`src/rtl/smbr_pkg.sv`:
```
package smbr_pkg;

  localparam int REG_COUNT = 7;
  localparam int IDX_W     = 8;
  localparam int RO_IDX    = 4;
  localparam int CNT_IDX   = 6;
  localparam int BYTE_BITS = 8;

  typedef enum logic [2:0] {
    ST_IDLE,
    ST_RX,
    ST_ACK,
    ST_TX,
    ST_TACK
  } bus_st_e;

  typedef enum logic [1:0] {
    RL_ADDR,
    RL_IDX,
    RL_CNT,
    RL_DATA
  } rx_role_e;

  function automatic logic [7:0] wr_mask(input int idx);
    case (idx)
      0:       return 8'hC7;
      1, 2:    return 8'h66;
      3, 5, 6: return 8'hFF;
      default: return 8'h00;
    endcase
  endfunction

  function automatic logic [7:0] rst_val(input int idx);
    case (idx)
      0:       return 8'h07;
      1:       return 8'h66;
      5:       return 8'h08;
      6:       return 8'h05;
      default: return 8'h00;
    endcase
  endfunction

endpackage

```
`src/rtl/smbr_line_sync.sv`:
```
module smbr_line_sync #(
  parameter int STAGES = 2
) (
  input  logic clk,
  input  logic rst_n,
  input  logic scl_i,
  input  logic sda_i,
  output logic scl_lvl,
  output logic sda_lvl,
  output logic scl_rise,
  output logic scl_fall,
  output logic start_det,
  output logic stop_det
);

  logic [STAGES-1:0] scl_sr_q, scl_sr_d;
  logic [STAGES-1:0] sda_sr_q, sda_sr_d;
  logic              scl_prev_q, sda_prev_q;

  generate
    if (STAGES == 1) begin : g_one
      assign scl_sr_d = scl_i;
      assign sda_sr_d = sda_i;
    end else begin : g_many
      assign scl_sr_d = {scl_sr_q[STAGES-2:0], scl_i};
      assign sda_sr_d = {sda_sr_q[STAGES-2:0], sda_i};
    end
  endgenerate

  always_ff @(posedge clk or negedge rst_n) begin
    if (!rst_n) begin
      scl_sr_q   <= '1;
      sda_sr_q   <= '1;
      scl_prev_q <= 1'b1;
      sda_prev_q <= 1'b1;
    end else begin
      scl_sr_q   <= scl_sr_d;
      sda_sr_q   <= sda_sr_d;
      scl_prev_q <= scl_sr_q[STAGES-1];
      sda_prev_q <= sda_sr_q[STAGES-1];
    end
  end

  assign scl_lvl   = scl_sr_q[STAGES-1];
  assign sda_lvl   = sda_sr_q[STAGES-1];
  assign scl_rise  = scl_lvl & ~scl_prev_q;
  assign scl_fall  = ~scl_lvl & scl_prev_q;
  assign start_det = scl_lvl & scl_prev_q & sda_prev_q & ~sda_lvl;
  assign stop_det  = scl_lvl & scl_prev_q & ~sda_prev_q & sda_lvl;

endmodule

```
`src/rtl/smbr_regfile.sv`:
```
module smbr_regfile
  import smbr_pkg::*;
#(
  parameter logic [3:0] REV_ID  = 4'h0,
  parameter logic [3:0] VEND_ID = 4'h1
) (
  input  logic                   clk,
  input  logic                   rst_n,
  input  logic                   wr_en,
  input  logic [IDX_W-1:0]       wr_idx,
  input  logic [7:0]             wr_data,
  input  logic [IDX_W-1:0]       rd_idx,
  output logic [7:0]             rd_data,
  output logic [7:0]             count_byte,
  output logic [REG_COUNT*8-1:0] bank
);

  generate
    for (genvar g = 0; g < REG_COUNT; g++) begin : g_byte
      localparam logic [7:0] MASK = wr_mask(g);
      localparam logic [7:0] RSTV = rst_val(g) & MASK;
      if (g == RO_IDX) begin : g_ro
        assign bank[g*8 +: 8] = {REV_ID, VEND_ID};
      end else begin : g_rw
        logic [7:0] q, d;
        logic       en;
        assign en = wr_en && (wr_idx == IDX_W'(g));
        assign d  = (q & ~MASK) | (wr_data & MASK);
        always_ff @(posedge clk or negedge rst_n) begin
          if (!rst_n)  q <= RSTV;
          else if (en) q <= d;
        end
        assign bank[g*8 +: 8] = q;
      end
    end
  endgenerate

  always_comb begin
    rd_data = 8'h00;
    for (int i = 0; i < REG_COUNT; i++) begin
      if (rd_idx == IDX_W'(i)) rd_data = bank[i*8 +: 8];
    end
  end

  assign count_byte = bank[CNT_IDX*8 +: 8];

  AST_OOR_WRITE_INERT: assert property (@(posedge clk) disable iff (!rst_n)
    (wr_en && wr_idx >= IDX_W'(REG_COUNT)) |=> $stable(bank)) else $error("oor");

  AST_RO_WRITE_INERT: assert property (@(posedge clk) disable iff (!rst_n)
    (wr_en && wr_idx == IDX_W'(RO_IDX)) |=> $stable(bank)) else $error("ro");

endmodule

```
`src/rtl/smbr_engine.sv`:
```
module smbr_engine
  import smbr_pkg::*;
#(
  parameter logic [7:0] WR_ADDR = 8'hDC
) (
  input  logic             clk,
  input  logic             rst_n,
  input  logic             scl_lvl,
  input  logic             sda_lvl,
  input  logic             scl_rise,
  input  logic             scl_fall,
  input  logic             start_det,
  input  logic             stop_det,
  input  logic [7:0]       rd_data,
  input  logic [7:0]       count_byte,
  output logic             wr_en,
  output logic [IDX_W-1:0] wr_idx,
  output logic [7:0]       wr_data,
  output logic [IDX_W-1:0] rd_idx,
  output logic             sda_oe
);

  localparam logic [7:0] RD_ADDR = WR_ADDR | 8'h01;
  localparam int BCNT_W = $clog2(BYTE_BITS + 1);
  localparam logic [BCNT_W-1:0] LAST_BIT = BCNT_W'(BYTE_BITS - 1);
  localparam logic [BCNT_W-1:0] FULL     = BCNT_W'(BYTE_BITS);

  bus_st_e           st_q, st_d;
  rx_role_e          role_q, role_d;
  logic [BCNT_W-1:0] bcnt_q, bcnt_d;
  logic [7:0]        sh_q, sh_d, tx_q, tx_d, left_q, left_d;
  logic [IDX_W-1:0]  ptr_q, ptr_d;
  logic              rdm_q, rdm_d, first_q, first_d, ackp_q, ackp_d;
  logic              hack_q, hack_d, tseen_q, tseen_d, oe_q, oe_d;
  logic [7:0]        byte_in, load_val;

  assign byte_in  = {sh_q[6:0], sda_lvl};
  assign load_val = first_q ? count_byte : rd_data;

  always_comb begin
    st_d = st_q;   role_d = role_q;  bcnt_d = bcnt_q;  sh_d = sh_q;
    tx_d = tx_q;   left_d = left_q;  ptr_d = ptr_q;    rdm_d = rdm_q;
    first_d = first_q; ackp_d = ackp_q; hack_d = hack_q; tseen_d = tseen_q;
    oe_d = oe_q;   wr_en = 1'b0;
    if (stop_det) begin
      st_d = ST_IDLE;
      oe_d = 1'b0;
    end else if (start_det) begin
      st_d   = ST_RX;
      role_d = RL_ADDR;
      bcnt_d = '0;
      rdm_d  = 1'b0;
      ackp_d = 1'b0;
      oe_d   = 1'b0;
    end else begin
      case (st_q)
        ST_RX: begin
          if (scl_rise && bcnt_q < FULL) begin
            sh_d   = byte_in;
            bcnt_d = bcnt_q + 1'b1;
            if (bcnt_q == LAST_BIT) begin
              ackp_d = 1'b1;
              case (role_q)
                RL_ADDR: begin
                  if (byte_in == WR_ADDR) begin
                    role_d = RL_IDX;
                  end else if (byte_in == RD_ADDR) begin
                    rdm_d   = 1'b1;
                    first_d = 1'b1;
                  end else begin
                    ackp_d = 1'b0;
                  end
                end
                RL_IDX: begin
                  ptr_d  = byte_in;
                  role_d = RL_CNT;
                end
                RL_CNT: begin
                  left_d = byte_in;
                  role_d = RL_DATA;
                end
                default: begin
                  if (left_q != 8'd0) begin
                    wr_en  = 1'b1;
                    ptr_d  = ptr_q + 1'b1;
                    left_d = left_q - 8'd1;
                  end else begin
                    ackp_d = 1'b0;
                  end
                end
              endcase
            end
          end
          if (scl_fall && bcnt_q == FULL) begin
            if (ackp_q) begin
              st_d = ST_ACK;
              oe_d = 1'b1;
            end else begin
              st_d = ST_IDLE;
            end
          end
        end
        ST_ACK: begin
          if (scl_fall) begin
            bcnt_d = '0;
            if (rdm_q) begin
              tx_d    = load_val;
              oe_d    = ~load_val[7];
              first_d = 1'b0;
              if (!first_q) ptr_d = ptr_q + 1'b1;
              st_d    = ST_TX;
            end else begin
              oe_d = 1'b0;
              st_d = ST_RX;
            end
          end
        end
        ST_TX: begin
          if (scl_rise) bcnt_d = bcnt_q + 1'b1;
          if (scl_fall) begin
            if (bcnt_q == FULL) begin
              oe_d    = 1'b0;
              tseen_d = 1'b0;
              st_d    = ST_TACK;
            end else begin
              tx_d = {tx_q[6:0], 1'b0};
              oe_d = ~tx_q[6];
            end
          end
        end
        ST_TACK: begin
          if (scl_rise) begin
            hack_d  = ~sda_lvl;
            tseen_d = 1'b1;
          end
          if (scl_fall && tseen_q) begin
            if (hack_q) begin
              tx_d   = rd_data;
              oe_d   = ~rd_data[7];
              ptr_d  = ptr_q + 1'b1;
              bcnt_d = '0;
              st_d   = ST_TX;
            end else begin
              st_d = ST_IDLE;
            end
          end
        end
        default: ;
      endcase
    end
  end

  always_ff @(posedge clk or negedge rst_n) begin
    if (!rst_n) begin
      st_q <= ST_IDLE;  role_q <= RL_ADDR; bcnt_q <= '0;   sh_q <= '0;
      tx_q <= '0;       left_q <= '0;      ptr_q <= '0;    rdm_q <= 1'b0;
      first_q <= 1'b0;  ackp_q <= 1'b0;    hack_q <= 1'b0; tseen_q <= 1'b0;
      oe_q <= 1'b0;
    end else begin
      st_q <= st_d;     role_q <= role_d;  bcnt_q <= bcnt_d; sh_q <= sh_d;
      tx_q <= tx_d;     left_q <= left_d;  ptr_q <= ptr_d;   rdm_q <= rdm_d;
      first_q <= first_d; ackp_q <= ackp_d; hack_q <= hack_d; tseen_q <= tseen_d;
      oe_q <= oe_d;
    end
  end

  assign wr_idx  = ptr_q;
  assign rd_idx  = ptr_q;
  assign wr_data = byte_in;
  assign sda_oe  = oe_q;

  AST_DRIVE_WHEN_SCL_LOW: assert property (@(posedge clk) disable iff (!rst_n)
    $rose(oe_q) |-> $past(!scl_lvl)) else $error("drive");

  AST_IDLE_RELEASED: assert property (@(posedge clk) disable iff (!rst_n)
    (st_q == ST_IDLE) |-> !oe_q) else $error("idle");

  AST_START_RESTARTS: assert property (@(posedge clk) disable iff (!rst_n)
    (start_det && !stop_det) |=> (st_q == ST_RX && bcnt_q == '0 && !oe_q)) else $error("start");

  AST_STOP_ABORTS: assert property (@(posedge clk) disable iff (!rst_n)
    stop_det |=> (st_q == ST_IDLE && !oe_q)) else $error("stop");

  AST_WRITE_USES_COUNT: assert property (@(posedge clk) disable iff (!rst_n)
    wr_en |=> (left_q == $past(left_q) - 8'd1)) else $error("count");

endmodule

```
`src/rtl/smbr_ctl_slave.sv`:
```
module smbr_ctl_slave
  import smbr_pkg::*;
#(
  parameter logic [7:0] WR_ADDR     = 8'hDC,
  parameter logic [3:0] REV_ID      = 4'h0,
  parameter logic [3:0] VENDOR_ID   = 4'h1,
  parameter int         SYNC_STAGES = 2
) (
  input  logic       clk,
  input  logic       rst_n,
  input  logic       scl_i,
  input  logic       sda_i,
  output logic       sda_oe,
  output logic       pd_tristate,
  output logic       stop_tristate,
  output logic       bw_low,
  output logic       pll_mode,
  output logic       div_one,
  output logic [3:0] out_en,
  output logic [3:0] out_stoppable
);

  logic [1:0] rst_sr_q;
  logic       rst_int_n;

  always_ff @(posedge clk or negedge rst_n) begin
    if (!rst_n) rst_sr_q <= 2'b00;
    else        rst_sr_q <= {rst_sr_q[0], 1'b1};
  end
  assign rst_int_n = rst_sr_q[1];

  logic scl_lvl, sda_lvl, scl_rise, scl_fall, start_det, stop_det;
  logic wr_en;
  logic [IDX_W-1:0] wr_idx, rd_idx;
  logic [7:0] wr_data, rd_data, count_byte;
  logic [REG_COUNT*8-1:0] bank;

  smbr_line_sync #(.STAGES(SYNC_STAGES)) u_sync (
    .clk(clk), .rst_n(rst_int_n), .scl_i(scl_i), .sda_i(sda_i),
    .scl_lvl(scl_lvl), .sda_lvl(sda_lvl), .scl_rise(scl_rise), .scl_fall(scl_fall),
    .start_det(start_det), .stop_det(stop_det)
  );

  smbr_engine #(.WR_ADDR(WR_ADDR)) u_engine (
    .clk(clk), .rst_n(rst_int_n), .scl_lvl(scl_lvl), .sda_lvl(sda_lvl),
    .scl_rise(scl_rise), .scl_fall(scl_fall), .start_det(start_det), .stop_det(stop_det),
    .rd_data(rd_data), .count_byte(count_byte), .wr_en(wr_en), .wr_idx(wr_idx),
    .wr_data(wr_data), .rd_idx(rd_idx), .sda_oe(sda_oe)
  );

  smbr_regfile #(.REV_ID(REV_ID), .VEND_ID(VENDOR_ID)) u_regs (
    .clk(clk), .rst_n(rst_int_n), .wr_en(wr_en), .wr_idx(wr_idx), .wr_data(wr_data),
    .rd_idx(rd_idx), .rd_data(rd_data), .count_byte(count_byte), .bank(bank)
  );

  assign pd_tristate   = bank[7];
  assign stop_tristate = bank[6];
  assign bw_low        = bank[2];
  assign pll_mode      = bank[1];
  assign div_one       = bank[0];
  assign out_en        = {bank[8+6], bank[8+5], bank[8+2], bank[8+1]};
  assign out_stoppable = {bank[16+6], bank[16+5], bank[16+2], bank[16+1]};

endmodule

```
`config.mk`:
```
export PLATFORM = sky130hd
export DESIGN_NAME = smbr_ctl_slave
export DESIGN_NICKNAME = d
export VERILOG_FILES = /design/src/rtl/smbr_pkg.sv /design/src/rtl/smbr_line_sync.sv /design/src/rtl/smbr_regfile.sv /design/src/rtl/smbr_engine.sv /design/src/rtl/smbr_ctl_slave.sv
export SDC_FILE = /design/constraint.sdc
export NUM_CORES = 1
export LEC_CHECK = 0
export ABC_AREA = 1
export CORE_MARGIN = 2
export CORE_UTILIZATION = 65
export CTS_CLUSTER_DIAMETER = 60
export DETAILED_ROUTE_END_ITERATION = 12
export GPL_TIMING_DRIVEN = 0
export PLACE_DENSITY = 0.95
export SETUP_SLACK_MARGIN = 0.5
export SYNTH_ARGS = -nofsm -noshare
export SYNTH_HDL_FRONTEND = slang
export SYNTH_SLANG_ARGS = --single-unit
```
`constraint.sdc`:
```
create_clock -name clk -period 6.99 [get_ports clk]
set_input_delay 2.097 -clock clk [delete_from_list [all_inputs] [get_ports clk]]
set_output_delay 2.097 -clock clk [all_outputs]
set_load 0.02 [all_outputs]
```
== Word-level counts from Yosys, hierarchy flattened ==
Index checks and enable logic that the tools add are counted.
Word-level totals
  register bits: 101
  logic and storage cells: 226
Cells by class
  add/subtract/negate cells: 3
  order comparisons: 1
  equal/unequal tests: 46
  multiplexer cells: 90
  bitwise logic cells: 20
  reduce and logical (&&, ||, !) cells: 42
Operator list (number)
  $mux 8: 17
  $mux 7: 6
  $mux 1: 35
  $pmux 8 s2: 2
  $ne 4x3->1 const B: 7
  $reduce_and 7->1: 4
  $eq 8x3->1 const B: 3
  $mux 4: 6
  $pmux 8 s3: 1
  $mux 3: 7
  $ne 3x2->1 const B: 7
  $pmux 7 s3: 1
  $ne 2x1->1 const B: 10
  $reduce_and 6->1: 3
  $eq 8x2->1 const B: 2
  $eq 8x8->1 const B: 2
  $mux 2: 8
  $or 8x7->8: 2
  $pmux 4 s4: 1
  $reduce_bool 2->1: 8
  $ne 2x2->1 const B: 6
  $pmux 3 s4: 1
  $reduce_and 12->1: 1
  $reduce_and 4->1: 3
  30 further kinds: 59

== Depth between registers and ports, before layout ==
  word-level depth: 15
  depth in mapped cells: 12
  depth with buffers taken out: 12

== Modules after synthesis ==
A second synthesis with hierarchy kept.
Second synthesis, totals
  cell total of the unflattened synthesis: 765
  area total of the unflattened synthesis: 5577.8 µm²
Modules (own cells, without submodules)
  smbr_engine: times used 1, cells an instance 479, area an instance 3238.1 µm², sequential area each 1126.1 µm²
  smbr_regfile: times used 1, cells an instance 266, area an instance 2087.0 µm², sequential area each 938.4 µm²
  smbr_line_sync: times used 1, cells an instance 17, area an instance 198.9 µm², sequential area each 157.7 µm²
  smbr_ctl_slave: times used 1, cells an instance 3, area an instance 53.8 µm², sequential area each 50.0 µm²

== Least setup slack after synthesis ==
No wires, ideal clock.
  path type: register to output
  start point: register u_regs.g_byte[1].g_rw.q[5]
  end point: output out_en[2]
  data arrival time: 0.642 ns
  path slack: 4.251 ns
  cell stages (with the launch flop): 2
  cells stage by stage: dfstp_2 > buf_4
RTL lines
  start: declaration: RTL line smbr_regfile.sv:25  | logic [7:0] q, d;
  start signal: assignment: RTL line smbr_regfile.sv:30  | if (!rst_n) q <= RSTV;
  start signal: assignment: RTL line smbr_regfile.sv:31  | else if (en) q <= d;
  end: declaration: RTL line smbr_ctl_slave.sv:19  | output logic [3:0] out_en,
No word-level cell between the ends.

== Final worst setup path ==
  start point: register u_regs.g_byte[1].g_rw.q[1]
  end point: output out_en[0]
No word-level cell between the ends.

==> flow_summary.toml <==
[drt]
ant_nets = 0
drt-total-wl_mm = 11.2
vias = 4494
drt-pass1-iter-count = 5
vias_per_cell = 5.84
drtIter0Drc = 435
drc = 0
wl_per_cell_um = 14.6

[timing]
slew_viol_final = 0
worst_clock_skew_ps = 11.9
hold_viol_final = 0
rsz0062_at_grt = "no"
setup_viol = 0
finalCritPeriodShare_pct = 53.4
period_needed_ps = 3730
fmax_ghz = 0.268
finalSetupTns_ps = 0

[critical_path]
ff2ff_setup_slack_ps = 5010
reg2reg_depth = 9
criticalPathCategory = "register to output pin"
crit_required_ps = 4890
crit_path_max_fanout = 3
r2r_end = "u_engine.tx_q[3]"
crit_path_start_kind = "register"
worst_setup_path_end_kind = "output pin"
crit_arrival_ps = 1640
r2r-start = "u_sync.sda_sr_q[1]"

[cells_and_area]
syn2layout_area_growth_pct = 10.2
stdcell_count = 770
fin_area_um2 = 5490
multi_input_area_um2 = 2330
nNetsFinal = 684
regArea_um2 = 2280
fillCellCount = 505
num_antenna_cells = 0
drive_gt1_share_pct = 15.2

[floorplanning]
dieArea_um2 = 8390
die-height_um = 91.6
rows = 31
start_util_pct = 68.0
coreArea_um2 = 7330
top_level_ports = 18
die_x_um = 91.6

[synthesis]
ys_top_cells_by_area = "dfrtp_1 (37%), nand2_1 (13%), dfstp_2 (8.4%)"
ys.flop_type = "dfrtp_1"
synthArstFlopShare_pct = 100
netlist_area_um2 = 4990
synthDistinctLibCells = 40
ys_seq_elements = 90
synth_warnings = 0
yosysTopAreaCell = "dfrtp_1"
yosysSeqAreaShare_pct = 45.6
ys_top_cells_by_count = "nand2_1 (171), dfrtp_1 (74), o21ai_1 (51), nor2_1 (49), inv_1 (48)"
synth_most_common_cell = "nand2_1"
synth.avg_cell_area_um2 = 7.83
synth_edf_count = 0
syn-num-nets = 655
yosysTopAreaCellShare_pct = 37.1
postSynthCellCount = 637

[min_path]
hold_path_class = "register to asynchronous set/reset pin"

[pwr]
ir_worst_vdd_uv = 104
p_leak_nw = 2.56
p_per_area_nw_per_um2 = 225
fin_total_pwr_mw = 1.24

[placed_design]
dp_hpwl_mm = 8.16
portBuffers = 17
dpl_cell_area_um2 = 5310
placed_cells = 754
gp_congestion = 0.886

[global_routing]
grt_pass1_vias = 4222
grt_pass1_wl_mm = 18.9
antenna_found_initial = 0
grt_max_degree = 62
gr-total-overflow = 0
grt_use_total_pct = 28.1

[clock_tree]
tritoncts = "done"
cts_resized = 0
cts_hold_buf = 0
cts_buffers = 9
cts.htree.levels = 3
clockBufferDepth = 2
cts.root.buffer_cell = "clkbuf_8"
clk_latency_ps = 360
post_cts_buffers = 0
cts.clk_slew.worst_paths_ps = 90
cts_sinks = 90

[run]
drv_cap = 0

[run_status]
status = "completed"
## registers in the layout, indices dropped and copies added, names as in the netlist, 2 cells and up
signal and count:
u_sync.sda_sr_q 2, u_engine.bcnt_q 4, u_engine.st_q 3, rst_sr_q 2, u_regs.count_byte 8, u_engine.role_q 2, u_sync.scl_sr_q 2, u_engine.left_q 8
u_engine.rd_idx 8, u_engine.sh_q 7, u_engine.tx_q 7, u_regs.g_byte.g_rw.q 29
## stage by stage
stage                     hold slack [ps]  util (%)  worst slack (ps)
after global placement                337      72.0              3470
after floorplan                       331         -              4250
final                                 261      74.9              3260
after global routing                  304      74.9              3240
after CTS                             277      74.9              3260
after detailed placement              271      72.5              3660
## final cells by class
| class | count | area share [%] |
|---|---|---|
| Buffer | 16 | 2.05 |
| Clock buffer | 12 | 2.82 |
| Clock inverter | 4 | 0.501 |
| Inverter | 72 | 4.96 |
| Multi-Input combinational cell | 459 | 42.4 |
| Sequential cell | 90 | 41.4 |
| Tap cell | 99 | 2.25 |
| Timing Repair Buffer | 18 | 3.60 |
## layout by cell type (no fill, tap or decap), types with 5 or more instances in the layout
cell             count
nand3_2              5
clkdlybuf4s50_1     17
xor2_1               5
nand2_1            171
clkbuf_8            11
inv_1               48
inv_2               23
buf_4                9
o21ai_0             42
nor2_4               8
nor3_1               5
a21oi_1             29
dfstp_2             16
nand2_2              8
nand3_1             33
o211ai_1             5
dfrtp_1             73
ha_1                14
nor2_1              49
o21ai_1             51
## kinds of logic (layout without fill, tap and decap cells)
| family | Yosys count | after routing | share of synthesized area [%] |
|---|---|---|---|
| flip-flops | 90 | 90 | 45.6 |
| XOR/XNOR | 7 | 7 | 1.23 |
| adder cells (fa/ha/maj) | 14 | 14 | 3.51 |
| AND/OR/NAND/NOR | 299 | 299 | 27.3 |
| buffers and inverters | 88 | 122 | 7.73 |
| AO/OA/AOI/OAI | 138 | 138 | 14.6 |
| other | 1 | 1 | 0.0752 |
## where the power goes
group          internal [mW]  switching, mW  leakage (nW)
Combinational          0.105          0.202          1.28
Sequential             0.556         0.0389          1.18
Clock                  0.149          0.187        0.0963
## worst max-delay path by stage
stage	start	end	slack, ps	depth (start not counted)
floorplan	u_regs.g_byte[1].g_rw.q[5]	out_en[2]	4250	1
global placement	rst_sr_q[1]	u_engine.st_q[0]	3470	0
detailed placement	u_regs.g_byte[1].g_rw.q[1]	out_en[0]	3660	2
CTS	u_regs.g_byte[1].g_rw.q[1]	out_en[0]	3260	2
global route	u_regs.g_byte[1].g_rw.q[1]	out_en[0]	3240	2
finish	u_regs.g_byte[1].g_rw.q[1]	out_en[0]	3260	2
## worst max-delay path: stages, from the launching register on
cell and delay [ps]:
dfstp_2 560, buf_4 110, clkdlybuf4s50_1 610
## layer usage
layer	global-route usage [%]	part of all wire [%]	wire, um	vias to the layer above
li1	-	-	-	2133
met2	46.1	48	5420	196
met4	14.3	3.3	374	0
met1	36.6	43	4820	2127
met3	3.49	5.5	620	38
met5	0	0	0	-
No activity file was read; power rests on OpenSTA's default activity.
